===== src/rtl/prot_region_guard.sv =====
module prot_region_guard #(
  parameter int ADDR_W     = 32,
  parameter int NUM_COPROC = 2,
  parameter int ID_W       = 2,
  localparam int NREG      = NUM_COPROC + 1,
  localparam int IDX_W     = (NREG > 1) ? $clog2(NREG) : 1
) (
  input  logic              clk,
  input  logic              rst_n,
  input  logic              cfg_we,
  input  logic [IDX_W-1:0]  cfg_idx,
  input  logic              cfg_sel_limit,
  input  logic [ADDR_W-1:0] cfg_wdata,
  input  logic              lock_set,
  output logic              locked,
  output logic              cfg_violation,
  input  logic              wr_valid,
  output logic              wr_ready,
  input  logic [ADDR_W-1:0] wr_addr,
  input  logic [ID_W-1:0]   wr_id,
  output logic              wr_resp_valid,
  output logic              wr_allow,
  input  logic              map_valid,
  output logic              map_ready,
  input  logic [ADDR_W-1:0] map_addr,
  input  logic [ID_W-1:0]   map_id,
  input  logic              map_w,
  input  logic              map_x,
  input  logic              map_p,
  output logic              map_resp_valid,
  output logic              map_allow,
  output logic              fault,
  input  logic              flt_clear,
  output logic              flt_valid,
  output logic              flt_src,
  output logic [ADDR_W-1:0] flt_addr,
  output logic [ID_W-1:0]   flt_id
);

  logic [ADDR_W-1:0] base_q  [NREG];
  logic [ADDR_W-1:0] limit_q [NREG];
  logic [NREG-1:0]   wr_hit, map_hit;
  logic              own_hit, wr_deny, map_deny, wr_bad, map_bad;

  assign wr_ready  = 1'b1;
  assign map_ready = 1'b1;

  for (genvar g = 0; g < NREG; g++) begin : g_region
    logic nonempty;
    assign nonempty   = limit_q[g] > base_q[g];
    assign wr_hit[g]  = nonempty && (wr_addr  >= base_q[g]) && (wr_addr  < limit_q[g]);
    assign map_hit[g] = nonempty && (map_addr >= base_q[g]) && (map_addr < limit_q[g]);

    always_ff @(posedge clk) begin
      if (!rst_n) begin
        base_q[g]  <= '0;
        limit_q[g] <= '0;
      end else if (cfg_we && !locked && cfg_idx == IDX_W'(g)) begin
        if (cfg_sel_limit) limit_q[g] <= cfg_wdata;
        else               base_q[g]  <= cfg_wdata;
      end
    end
  end

  always_comb begin
    own_hit = 1'b0;
    for (int i = 0; i < NREG; i++)
      if (map_id == ID_W'(i)) own_hit = map_hit[i];
  end

  assign wr_deny  = locked && (|wr_hit);
  assign map_deny = locked && (((map_x || map_p) && !own_hit) || (map_w && own_hit));
  assign wr_bad   = wr_valid && wr_deny;
  assign map_bad  = map_valid && map_deny;

  always_ff @(posedge clk) begin
    if (!rst_n) begin
      locked         <= 1'b0;
      cfg_violation  <= 1'b0;
      wr_resp_valid  <= 1'b0;
      wr_allow       <= 1'b0;
      map_resp_valid <= 1'b0;
      map_allow      <= 1'b0;
      fault          <= 1'b0;
      flt_valid      <= 1'b0;
      flt_src        <= 1'b0;
      flt_addr       <= '0;
      flt_id         <= '0;
    end else begin
      locked         <= locked | lock_set;
      cfg_violation  <= cfg_we && locked;
      wr_resp_valid  <= wr_valid;
      wr_allow       <= wr_valid && !wr_deny;
      map_resp_valid <= map_valid;
      map_allow      <= map_valid && !map_deny;
      fault          <= wr_bad || map_bad;
      if ((wr_bad || map_bad) && (!flt_valid || flt_clear)) begin
        flt_valid <= 1'b1;
        flt_src   <= !wr_bad;
        flt_addr  <= wr_bad ? wr_addr : map_addr;
        flt_id    <= wr_bad ? wr_id   : map_id;
      end else if (flt_clear) begin
        flt_valid <= 1'b0;
      end
    end
  end

endmodule


===== config.mk =====
export PLATFORM = sky130hd
export DESIGN_NAME = prot_region_guard
export DESIGN_NICKNAME = d
export VERILOG_FILES = /design/src/rtl/prot_region_guard.sv
export SDC_FILE = /design/constraint.sdc
export NUM_CORES = 1
export LEC_CHECK = 0
export BUFFER_PORTS_ARGS = -buffer_cell sky130_fd_sc_hd__buf_2
export CAP_MARGIN = 20
export CORE_MARGIN = 5
export CORE_UTILIZATION = 56
export DETAILED_ROUTE_END_ITERATION = 10
export PLACE_DENSITY = 0.78
export RECOVER_POWER = 25
export SLEW_MARGIN = 25
export SYNTH_ARGS = -nofsm -noshare
export SYNTH_HDL_FRONTEND = slang
export SYNTH_SLANG_ARGS = --single-unit

===== constraint.sdc =====
create_clock -name clk -period 4.1 [get_ports clk]
set_clock_uncertainty 0.05 [all_clocks]
set_input_delay 1.025 -clock clk [delete_from_list [all_inputs] [get_ports clk]]
set_output_delay 1.025 -clock clk [all_outputs]
set_load 0.1 [all_outputs]

Word-level counts from Yosys, hierarchy flattened
Memories as Yosys holds them, arrays and structs flattened.
Index checks and enable logic that the tools add are counted.

word-level totals
  flip-flop bits (word level) = 43
  RAM bits = 192
  output and inout bits = 45
  word-level logic and storage cells = 113
  memories kept = 2

operators by class
  magnitude comparators = 15
  eq/ne operators = 4
  mux-type cells = 34
  bitwise operators = 7
  reduce and logical (&&, ||, !) cells = 40

memory list
  name     depth  width  rd ports  clocked after memory_dff  write ports  line  source
  base_q   3      32     3         0                         3            40    logic [ADDR_W-1:0] base_q [NREG];
  limit_q  3      32     3         0                         3            41    logic [ADDR_W-1:0] limit_q [NREG];

operators with widths
  cell                number
  $mux 32             7
  $ge 32x32->1        6
  $lt 32x32->1        6
  $gt 32x32->1        3
  $logic_and 1x1->1   26
  $mux 1              26
  $or 1x1->1          7
  $logic_not 1->1     6
  $eq 2x1->1 const B  2
  $eq 2x2->1 const B  2
  $logic_not 2->1     2
  $logic_or 1x1->1    4
  $reduce_or 3->1     1
  $mux 2              1
  $reduce_bool 2->1   1

Logic depth before layout (Yosys ltp)
Gate-level depths: netlist of the first run.
An unclocked memory read counts as a cell.

  word-level depth = 15
  gate-level depth with buffers = 14
  gate-level depth less buffers = 12

Worst setup path after synthesis of the first run
Ideal clock, no wire load.

  kind = reg-to-reg
  start point = register locked
  end point = memory base_q[2][0] (enable)
  setup time = 470 ps
  arrival time = 3642 ps
  required time = 3580 ps
  setup slack = -62 ps
  cell stages (with the launch flop) = 4
  buffers on the path = 0
  period minus slack after synthesis = 4162 ps
  path through = dfxtp_1 > inv_1 > nand3_1 > o31ai_1

RTL lines
  what                    line  source
  from (decl)             15    output logic locked,
  from (signal assigned)  90    locked <= locked | lock_set;
  to (decl)               40

Final worst setup path of the first run
  start point = input wr_addr[11]
  end point = register flt_addr[22]

on the way
  word-level cells in the longest chain between the ends = 8

RTL lines
  what                             line  source
  from (decl)                      19    input logic [ADDR_W-1:0] wr_addr,
  $ge 32x32->1                     51    assign wr_hit[g] = nonempty && (wr_addr >= base_q[g]) && (wr_addr < limit_q[g]);
  $logic_and 1x1->1 (2 in series)  51
  $reduce_or 3->1 *                71    assign wr_deny = locked && (|wr_hit);
  $logic_and 1x1->1 *              71
  $logic_and 1x1->1 *              73    assign wr_bad = wr_valid && wr_deny;
  $logic_or 1x1->1                 97    if ((wr_bad || map_bad) && (!flt_valid || flt_clear)) begin
  $logic_and 1x1->1                97
  to (signal assigned)             100   flt_addr <= wr_bad ? wr_addr : map_addr;
  to (decl)                        36    output logic [ADDR_W-1:0] flt_addr,

Every way passes the cells marked *; elsewhere a longest branch is shown, timed or not.
A chain may end at the register's enable or synchronous reset.

==> results of run 1 <==
==> metrics by stage <==
step | setup TNS (ns) | power (W) | cell area [sq um] | util (%) | cells
5_1_grt | 0 | 0.00737 | 22900 | 64.9 | 2715
2_1_floorplan | 0 | 0.00404 | 19900 | - | 1959
3_3_place_gp | -5.43 | 0.00468 | 22100 | 62.6 | 2668
3_5_place_dp | -6.80 | 0.00476 | 22100 | 62.6 | 2668
4_1_cts | 0 | 0.00707 | 23000 | 65.0 | 2714
6_report | 0 | 0.00709 | 22900 | 64.9 | 2718
==> synth_stat cells, types with 4 or more instances <==
cell       count  share of area, %
clkbuf_1      19              0.36
nor4_1         8              0.25
o211ai_1      14              0.53
nand2b_1      13              0.41
a221o_1        7              0.35
a21oi_1      148               3.7
a21o_1        52               2.0
a211oi_1      29               1.1
nand4_1       69               2.2
nand3_1       32              0.80
o221a_1       33               1.9
o2111ai_1      6              0.26
ha_1         474                30
nor3_1        28              0.70
inv_1        197               3.7
a2111oi_0      5              0.22
and3_1         5              0.16
o21a_1        41               1.5
buf_6          8              0.45
nor2b_1       11              0.35
and4_1        12              0.53
o21ai_0       68               1.7
and2_1       195               6.1
nand2_1       94               1.8
a31oi_1        4              0.13
dfxtp_1       43               4.3
nor2_1        61               1.2
a221oi_1       6              0.26
edfxtp_1     192                29
o31ai_1        4              0.15
a211o_1        7              0.31
==> logic make-up (layout without fill, tap and decap cells) <==
kind of cell | after synthesis | in the layout | share of synthesized area, %
simple gates | 549 | 549 | 15.6
other cells | 1 | 6 | 0.0188
compound gates | 467 | 467 | 16.4
fa+ha+maj | 474 | 474 | 29.8
flops | 235 | 235 | 33.3
buf+inv | 232 | 526 | 4.89
==> area by class of cell <==
| type | instances | share of cell area (%) |
|---|---|---|
| diodes | 4 | 0.0437 |
| clock buffers | 31 | 2.92 |
| clock inverters | 15 | 0.786 |
| inverters | 197 | 3.23 |
| multi-input cells | 1492 | 53.9 |
| flip-flops and latches | 235 | 28.9 |
| well taps | 461 | 2.52 |
| repair buffers | 283 | 7.72 |
==> power groups by stage <==
stage               Clock [W]  Combinational, W  Sequential, W
finish                0.00231           0.00195        0.00283
global route          0.00243           0.00211        0.00283
CTS                   0.00234           0.00191        0.00282
detailed placement          0           0.00190        0.00287
global placement            0           0.00182        0.00286
floorplan                   0          0.000947        0.00310
==> how the worst max path moves through the flow <==
stage	start	to	slack, ns	cells after the start
6_report	wr_addr[11]	flt_addr[22]	0.26	16
5_1_grt	limit_q[0][14]	flt_id[1]	0.09	12
4_1_cts	limit_q[0][14]	flt_addr[22]	0.26	12
3_5_place_dp	map_addr[9]	flt_addr[22]	-0.22	13
3_3_place_gp	map_addr[0]	flt_addr[22]	-0.18	14
2_1_floorplan	locked	limit_q[2][0]	0.05	3
==> routing by layer <==
layer,up-vias,track usage [%],part of all wire (%)
met5,-,0,0.054
met4,6,6.91,2.4
met3,105,8.57,13
met2,970,47.7,41
met1,8243,50.3,44
li1,7901,-,-
==> worst max-delay path: stages <==
cell	delay, ns
buf_2	0.14
buf_4	0.18
ha_1	0.33
nand2_1	0.07
nor2_1	0.05
a2111oi_0	0.57
a311oi_1	0.19
buf_4	0.17
o211ai_1	0.32
a311oi_2	0.06
buf_4	0.16
o31ai_4	0.26
buf_12	0.15
nand4_4	0.13
buf_12	0.18
o221a_2	0.26
==> sequential cells by signal (all words and copies together) (netlist names) <==
name	count
map_allow	1
flt_valid	1
base_q	96
flt_addr	32
locked	1
wr_allow	1
fault	1
flt_src	1
flt_id	2
limit_q	96
map_resp_valid	1
wr_resp_valid	1
cfg_violation	1
==> reports/results.tsv, run 1 <==
stage	metric	value	unit
clock_tree	# hold bufs at CTS	0	
timing	Worst Tran Pin Value	1.60	ns
detailed_routing	Antenna Nets Post-Route	0	
logic_synthesis	cell area after synthesis	0.0199	sq mm
setup_path	WP data required	4.50	ns
detailed_routing	Via-to-Cell Ratio	6.34	
clock_tree	clock sinks	235	
logic_synthesis	fraction of registers with async set/reset	0	%
floorplan	Initial Util	56.4	%
setup_path	R2R Path Start	limit_q[0][14]	
setup_path	Startpoint Class	input port	
logic_synthesis	post-synthesis sequential area ratio	33.3	%
clock_tree	htree depth	1	
logic_synthesis	Ys Warns	0	
min_path	Hold Path Origin	flt_addr[23]	
layout	commonest non-fill, non-tap cell in the layout	ha_1	
floorplan	die area	0.0394	sq mm
logic_synthesis	post-synthesis cell count	1958	
detailed_routing	final wirelength	66900	um
placed_design	DP Wirelength	56300	um
power	sequential power share	39.9	%
setup_path	RR Endpoint	flt_addr[22]	
layout	layout cells sized above 1	15.0	%
layout	Fill cells	2844	
clock_tree	cts repair resizes	0	
global_route	first-pass GRT wire length	97800	um
floorplan	row count	69	
floorplan	die height	199	um
clock_tree	CTS max path bufs	3	
power	Logic pwr share	27.5	%
setup_path	R2R Setup Slk	0.27	ns
layout	Layout area overhead	15.1	%
setup_path	worst-case reg-to-reg path depth	12	
detailed_routing	WL/cell	24.6	um
logic_synthesis	number of synthesized flops with an enable pin	192	
power	worst vdd ir	383	uV
timing	post-route minimum period	3.84	ns
status	failing checks	max-capacitance violations, max-slew violations	
job	max_cap viols	1	
min_path	hold path cells	1	
global_route	vias in the first global route	16400	
layout	Seq. cell area	0.00663	sq mm
clock_tree	clock-pin slew on the worst setup and hold paths	0.06	ns
power	switching share of power	32.9	%
detailed_routing	DR iter-0 viols	1814	
clock_tree	CTS Buf Count	26	
logic_synthesis	Primary FF master, synth	edfxtp_1	
global_route	GRT Residual Overflow	0	
min_path	worst hold path class	register to register	
layout	fin nets	2822	
power	internal power	0.00475	W
floorplan	die width	199	um
logic_synthesis	Syn Area/Cell	10.2	sq um
power	Cell Pwr Density	309	mW/mm^2
logic_synthesis	post-synthesis register bit count	235	
timing	RSZ-0062 raised after global routing	no	
global_route	initial antenna violation count	4	
setup_path	WS Path Type	input port to register	
detailed_routing	Detailed Routing Iterations Pass 1	7	
timing	Slew Viols, Final	39	
min_path	hold endpoint	flt_addr[23]	
timing	Final Hold Viols	0	
timing	Final Setup Violations	0	
clock_tree	Setup Buffers After CTS	0	
setup_path	Crit. End Element	register	
layout	most frequent cells in the layout	474 x ha_1, 197 x inv_1, 192 x edfxtp_1	
timing	Hold WS	0.468	ns
global_route	largest net degree at the start of global routing	39	
timing	Highest Clock Rate	260	MHz
power	Psw	0.00233	W
floorplan	num ports	158	
clock_tree	CTS root buf	clkbuf_16	
setup_path	CP arrival	4.25	ns
floorplan	core area	0.0353	sq mm
detailed_routing	DRC	0	
placed_design	GP Congestion	1.02	
timing	final setup margin	0.256	ns
timing	period utilization	93.7	%
clock_tree	CTS tree	done	
setup_path	CP max FO	16	
layout	Multi-input gate area	0.0123	sq mm
timing	worst rel slew slack	-6.36	%
power	clock network fraction of total power	32.6	%
placed_design	Setup WS pre-CTS	-0.218	ns
power	LEAKAGE	10.5	nW
placed_design	I/O Buffers	155	
global_route	gr usage total	33.1	%
detailed_routing	vias	17200	
status	outcome	finished, violations left	
clock_tree	worst skew pair latency	0.56	ns
logic_synthesis	Synth cell types	85	
Power figures use the tool's default switching activity.
==> run 2: changes to the inputs <==
ABC_AREA = 1   (was unset)
SETUP_SLACK_MARGIN = 0.02   (was unset)
==> run 2 against run 1 <==
Compared with the run above: the run still ends with max-capacitance violations, max-slew violations left; sequential share of layout area is 0.11 points higher; synthesized cell count is 30% higher; die area is 3.1% higher; register-to-register slack better by 0.37 ns; count of clock-buffer cells in the layout is 1 lower; critical path depth is 2 higher; combinational power is 6% higher; worst hold slack worse by 0.067 ns; cell count is 18% higher; global-route usage is 0.075 points higher; non-clock buffer count is 95 lower; largest power group unchanged; highest routed layer is now met4.
==> reports/results.tsv, run 2 <==
stage	metric	value	unit
status	outcome	finished, violations left	
status	failing checks	max-capacitance violations, max-slew violations	
placed_design	GP Congestion	1.04	
floorplan	row count	70	
logic_synthesis	Primary FF master, synth	edfxtp_1	
logic_synthesis	count leader, synth	nand2_1	
floorplan	die height	202	um
global_route	initial antenna violation count	0	
layout	largest registers	base_q x96, limit_q x96, flt_addr x32	
power	clock network fraction of total power	34.3	%
detailed_routing	vias	19000	
global_route	gr usage total	33.2	%
layout	fin nets	3307	
placed_design	Setup WS pre-CTS	-0.00215	ns
layout	fin util	62.7	%
logic_synthesis	cell area after synthesis	0.0206	sq mm
logic_synthesis	fraction of registers with async set/reset	0	%
logic_synthesis	Synth area leaders	ha_1 29%, edfxtp_1 28%, nand2_1 9.4%, inv_1 6.8%, nor2_1 6.1%	
timing	worst rel slew slack	-55.3	%
setup_path	WS Path Type	input port to register	
setup_path	WP data required	4.51	ns
logic_synthesis	number of synthesized flops with an enable pin	192	
logic_synthesis	Syn Area/Cell	8.05	sq um
detailed_routing	metal2 WL	29200	um
setup_path	CP max stage delay	0.40	ns
logic_synthesis	Synth top cells by count	515 x nand2_1, 474 x ha_1, 374 x inv_1	
logic_synthesis	post-synthesis sequential area ratio	32.2	%
logic_synthesis	Ys Warns	0	
power	Cell Pwr Density	323	mW/mm^2
power	Power, Total	0.00738	W
job	max_cap viols	4	
floorplan	die area	0.0406	sq mm
layout	commonest non-fill, non-tap cell in the layout	nand2_1	
floorplan	core area	0.0364	sq mm
clock_tree	clock-pin slew on the worst setup and hold paths	0.06	ns
clock_tree	clock sinks	235	
clock_tree	CTS root buf	clkbuf_16	
setup_path	CP max FO	35	
logic_synthesis	Synth cell types	40	
timing	Slew Viols, Final	117	
power	switching share of power	35.2	%
global_route	largest net degree at the start of global routing	62	
setup_path	Startpoint Class	input port	
global_route	GRT Residual Overflow	0	
clock_tree	htree depth	1	
detailed_routing	DR iter-0 viols	1825	
global_route	first-pass GRT wire length	105000	um
timing	post-route minimum period	3.66	ns
clock_tree	worst skew pair latency	0.57	ns
timing	Worst Tran Pin Value	2.33	ns
clock_tree	CTS tree	done	
layout	most frequent cells in the layout	513 x nand2_1, 474 x ha_1, 374 x inv_1	
timing	RSZ-0062 raised after global routing	no	
logic_synthesis	Synth top area share	28.8	%
power	sequential power share	37.8	%
power	Logic pwr share	27.9	%
timing	Highest Clock Rate	273	MHz
floorplan	num ports	158	
detailed_routing	uppermost routed layer	met4	
power	internal power	0.00478	W
setup_path	CP top delay family	simple AND/OR/NAND/NOR gates	
timing	period utilization	89.2	%
clock_tree	cts repair resizes	0	
detailed_routing	Antenna Nets Post-Route	0	
detailed_routing	Detailed Routing Iterations Pass 1	7	
detailed_routing	WL/cell	21.5	um
placed_design	I/O Buffers	155	
layout	Final Cell Area	0.0228	sq mm
timing	Final Setup Violations	0	
detailed_routing	Via-to-Cell Ratio	5.91	
logic_synthesis	post-synthesis cell count	2555	
logic_synthesis	post-synth top area cell	ha_1	
layout	Layout area overhead	11.1	%
power	LEAKAGE	11.6	nW
detailed_routing	DRC	0	
setup_path	Bufs and invs on worst path	2	
power	Psw	0.00260	W
logic_synthesis	post-synthesis register bit count	235	
setup_path	critical path, cell by cell	buf_2 > ha_1 > nand2_1 > nor2_1 > nand4_1 > nor2_1 > nand4_1 > nand3_1 > nand3_1 > nand3_1 > nand2_1 > nand2_1 > nand3_2 > nand2_4 > buf_12 > nand3_1 > nand2_1 > nor2_1	
setup_path	Crit. End Element	register	
power	worst vdd ir	345	uV
placed_design	dpl cell area	0.0220	sq mm
layout	layout cells sized above 1	9.16	%
layout	antenna cells	0	
detailed_routing	M1 WL	29200	um
clock_tree	CTS Buf Count	27	
setup_path	CP arrival	4.06	ns
min_path	worst hold path class	register to register	
detailed_routing	final wirelength	69100	um
setup_path	Critical-path top delay cell	nor2_1	
timing	final setup margin	0.441	ns
timing	Final Hold Viols	0	
clock_tree	# hold bufs at CTS	0	
floorplan	Initial Util	56.4	%
clock_tree	CTS max path bufs	3	
global_route	vias in the first global route	18700	
floorplan	die width	202	um
detailed_routing	WL met3	7280	um
placed_design	DP Wirelength	53400	um
clock_tree	Setup Buffers After CTS	0	
## run 2: path summary, 6_finish.rpt
| kind | start | end | slack, ns | cells after the start |
|---|---|---|---|---|
| max | map_addr[31] | flt_addr[30] | 0.44 | 18 |
| min | flt_src | flt_src | 0.40 | 2 |
| max reg2reg | base_q[0][29] | flt_addr[30] | 0.64 | 19 |
| min reg2reg | flt_src | flt_src | 0.40 | 2 |
## run 2: cell type report
cell class              count  area [sq um]
clock inverters            19           210
flip-flops and latches    235          6630
inverters                 374          1400
well taps                 468           586
multi-input cells        1894         12300
repair buffers            188          1020
fillers                  3169         13600
clock buffers              30           697
## run 2: power groups by stage
stage | sequential (W) | clock [W] | combinational [W]
2_1_floorplan | 0.00313 | 0 | 0.00104
3_3_place_gp | 0.00283 | 0 | 0.00192
3_5_place_dp | 0.00283 | 0 | 0.00201
4_1_cts | 0.00278 | 0.00255 | 0.00202
5_1_grt | 0.00280 | 0.00265 | 0.00226
6_report | 0.00279 | 0.00253 | 0.00206
## run 2: routing by layer
layer | up-vias | track usage [%]
met1 | 8794 | 47.2
met4 | 0 | 13.9
met3 | 178 | 5.09
li1 | 8949 | -
met5 | - | 0
met2 | 1044 | 50.6
## run 2: through the flow
stage	instances	hold slack, ns	TNS, ns
5_1_grt	3208	0.446	0
6_report	3208	0.401	0
4_1_cts	3208	0.404	0
3_3_place_gp	3159	0.385	-0.0518
3_5_place_dp	3159	0.394	-0.00219
2_1_floorplan	2556	0.825	0
## run 2: logic make-up (layout without fill, tap and decap cells)
family | count (synthesis) | count (layout) | synth area share [%]
flip-flops | 235 | 235 | 32.2
buffers and inverters | 427 | 611 | 8.06
other | 1 | 2 | 0.0182
adder cells (fa/ha/maj) | 474 | 474 | 28.8
AND/OR/NAND/NOR | 1054 | 1054 | 21.3
AO/OA/AOI/OAI | 364 | 364 | 9.52
## run 2: worst min-delay path, cell delays in order, from the launching register on
cell and delay, ns:
dfxtp_1 0.31, inv_1 0.05, a21oi_1 0.05
==> run 3: changes to the inputs <==
CORE_UTILIZATION = 25   (was 56)
PLACE_DENSITY = unset   (was 0.78)
==> run 3 against run 2 <==
Compared with the run above: the flow now finishes without violations; cell count increased by 19%; sequential cell count is the same; via count fell by 4.7%; global-route usage shrank 18 points; total power grew 2.8%; critical path type unchanged; largest cell class unchanged; highest routed layer is now met5.
==> reports/results.tsv, run 3 (synthesis results as in run 2) <==
stage	metric	value	unit
setup_path	WP data required	4.54	ns
global_route	GRT Residual Overflow	0	
timing	Final Setup Violations	0	
clock_tree	clock-pin slew on the worst setup and hold paths	0.06	ns
floorplan	row count	105	
global_route	first-pass GRT wire length	107000	um
power	Power, Total	0.00758	W
placed_design	GP Congestion	0.926	
timing	Worst Tran Pin Value	1.38	ns
clock_tree	cts repair resizes	0	
power	Logic pwr share	26.7	%
floorplan	die area	0.0881	sq mm
setup_path	Critical-path top delay cell	nor3_1	
min_path	worst hold path class	register to register	
layout	post-route insts no fill	3819	
detailed_routing	DR iter-0 viols	1471	
layout	Fill cells	8772	
layout	most frequent cells in the layout	512 x nand2_1, 474 x ha_1, 374 x inv_1	
floorplan	die width	297	um
detailed_routing	Antenna Nets Post-Route	0	
clock_tree	htree depth	1	
timing	RSZ-0062 raised after global routing	no	
power	Cell Pwr Density	319	mW/mm^2
floorplan	num ports	158	
power	clock network fraction of total power	36.6	%
layout	Seq. cell area	0.00663	sq mm
clock_tree	clock sinks	235	
layout	antenna cells	0	
clock_tree	worst skew pair latency	0.60	ns
layout	Final Cell Area	0.0238	sq mm
setup_path	most used cell, CP	nand2_1	
detailed_routing	WL/cell	18.6	um
global_route	largest net degree at the start of global routing	42	
setup_path	CP max FO	38	
clock_tree	Setup Buffers After CTS	0	
layout	commonest non-fill, non-tap cell in the layout	nand2_1	
global_route	gr usage total	15.6	%
timing	setup TNS	0	ns
detailed_routing	Via-to-Cell Ratio	4.73	
layout	fin nets	3312	
placed_design	DP Wirelength	56000	um
job	max_cap viols	0	
floorplan	core area	0.0818	sq mm
layout	Layout area overhead	15.7	%
clock_tree	CTS tree	done	
clock_tree	CTS root buf	clkbuf_16	
global_route	initial antenna violation count	3	
detailed_routing	DRC	0	
layout	fin util	29.1	%
global_route	vias in the first global route	17400	
placed_design	I/O Buffers	155	
clock_tree	CTS max path bufs	3	
detailed_routing	vias	18100	
setup_path	WS Path Type	input port to register	
timing	post-route minimum period	3.70	ns
placed_design	dpl cell area	0.0228	sq mm
power	worst vdd ir	300	uV
timing	period utilization	90.1	%
timing	Highest Clock Rate	271	MHz
layout	layout cells sized above 1	9.75	%
power	Psw	0.00264	W
status	outcome	complete, no violations	
setup_path	Startpoint Class	input port	
timing	worst rel slew slack	8.31	%
power	sequential power share	36.7	%
layout	largest registers	base_q x96, limit_q x96, flt_addr x32	
setup_path	critical path, cell by cell	buf_2 > ha_1 > nand2_1 > nor2_1 > nand2_1 > nor3_1 > nor2_1 > nand2_1 > nand2_1 > a21oi_1 > nand3_1 > nand3_1 > nand2_1 > nand2_1 > nand3_2 > nand2_4 > buf_12 > nand3_1 > nand2_1 > nor2_1	
setup_path	CP max stage delay	0.63	ns
setup_path	Crit. End Element	register	
floorplan	Initial Util	25.1	%
layout	Multi-input gate area	0.0123	sq mm
timing	Slew Viols, Final	0	
placed_design	placed cell count	3763	
power	LEAKAGE	11.8	nW
floorplan	die height	297	um
detailed_routing	Detailed Routing Iterations Pass 1	7	
timing	Final Hold Viols	0	
power	internal power	0.00494	W
power	switching share of power	34.9	%
clock_tree	CTS Buf Count	30	
setup_path	CP arrival	4.14	ns
detailed_routing	final wirelength	71200	um
clock_tree	# hold bufs at CTS	0	
==> run 3: changes by cell type in the layout (fill, tap and decap cells not counted), moves of 4 or more <==
cell and delta:
clkbuf_16 +6, clkinvlp_4 -6, clkinv_1 -5, clkbuf_8 +4, clkinv_2 +4
==> run 3: power groups by stage <==
stage / Clock, W / Combinational, W / Sequential (W)
finish: 0.00277 / 0.00203 / 0.00278
global route: 0.00293 / 0.00227 / 0.00279
global placement: 0 / 0.00197 / 0.00283
floorplan: 0 / 0.00104 / 0.00313
detailed placement: 0 / 0.00201 / 0.00283
CTS: 0.00282 / 0.00202 / 0.00278
==> run 3: cell type report <==
class	count	share of cell area, %
clock inverter	10	0.447
clock buffer	46	3.93
timing repair buffer	190	4.54
multi-input combinational	1894	51.7
inverter	374	5.90
tap	1070	5.63
sequential	235	27.9
==> run 3: worst max-delay path, delay by kind of cell <==
family                   cells  cell delay, ns
buffers and inverters        2            0.39
adder cells (fa/ha/maj)      1            0.32
AND/OR/NAND/NOR             16            2.23
AO/OA/AOI/OAI                1            0.14
==> run 3: path summary, 6_finish.rpt <==
check / cells past startpoint / endpoint / slack [ns] / from
max reg2reg: 20 / flt_addr[7] / 0.65 / base_q[1][7]
max: 20 / flt_addr[7] / 0.40 / map_addr[7]
min: 2 / flt_src / 0.40 / flt_src
min reg2reg: 2 / flt_src / 0.40 / flt_src
==> run 3: layer usage <==
| metal | up-vias | routed length [um] | GRT usage (%) |
|---|---|---|---|
| li1 | 8963 | - | - |
| met2 | 575 | 30500 | 24.6 |
| met1 | 8438 | 33400 | 22.2 |
| met4 | 4 | 2180 | 4.35 |
| met5 | - | 27 | 0 |
| met3 | 98 | 5090 | 2.65 |
==> run 3: per-stage QoR <==
stage / hold slack (ns) / setup WS [ns]
floorplan: 0.825 / 1.09
global placement: 0.395 / -0.0194
detailed placement: 0.395 / -0.0631
CTS: 0.404 / 0.565
global route: 0.414 / 0.0997
finish: 0.405 / 0.404
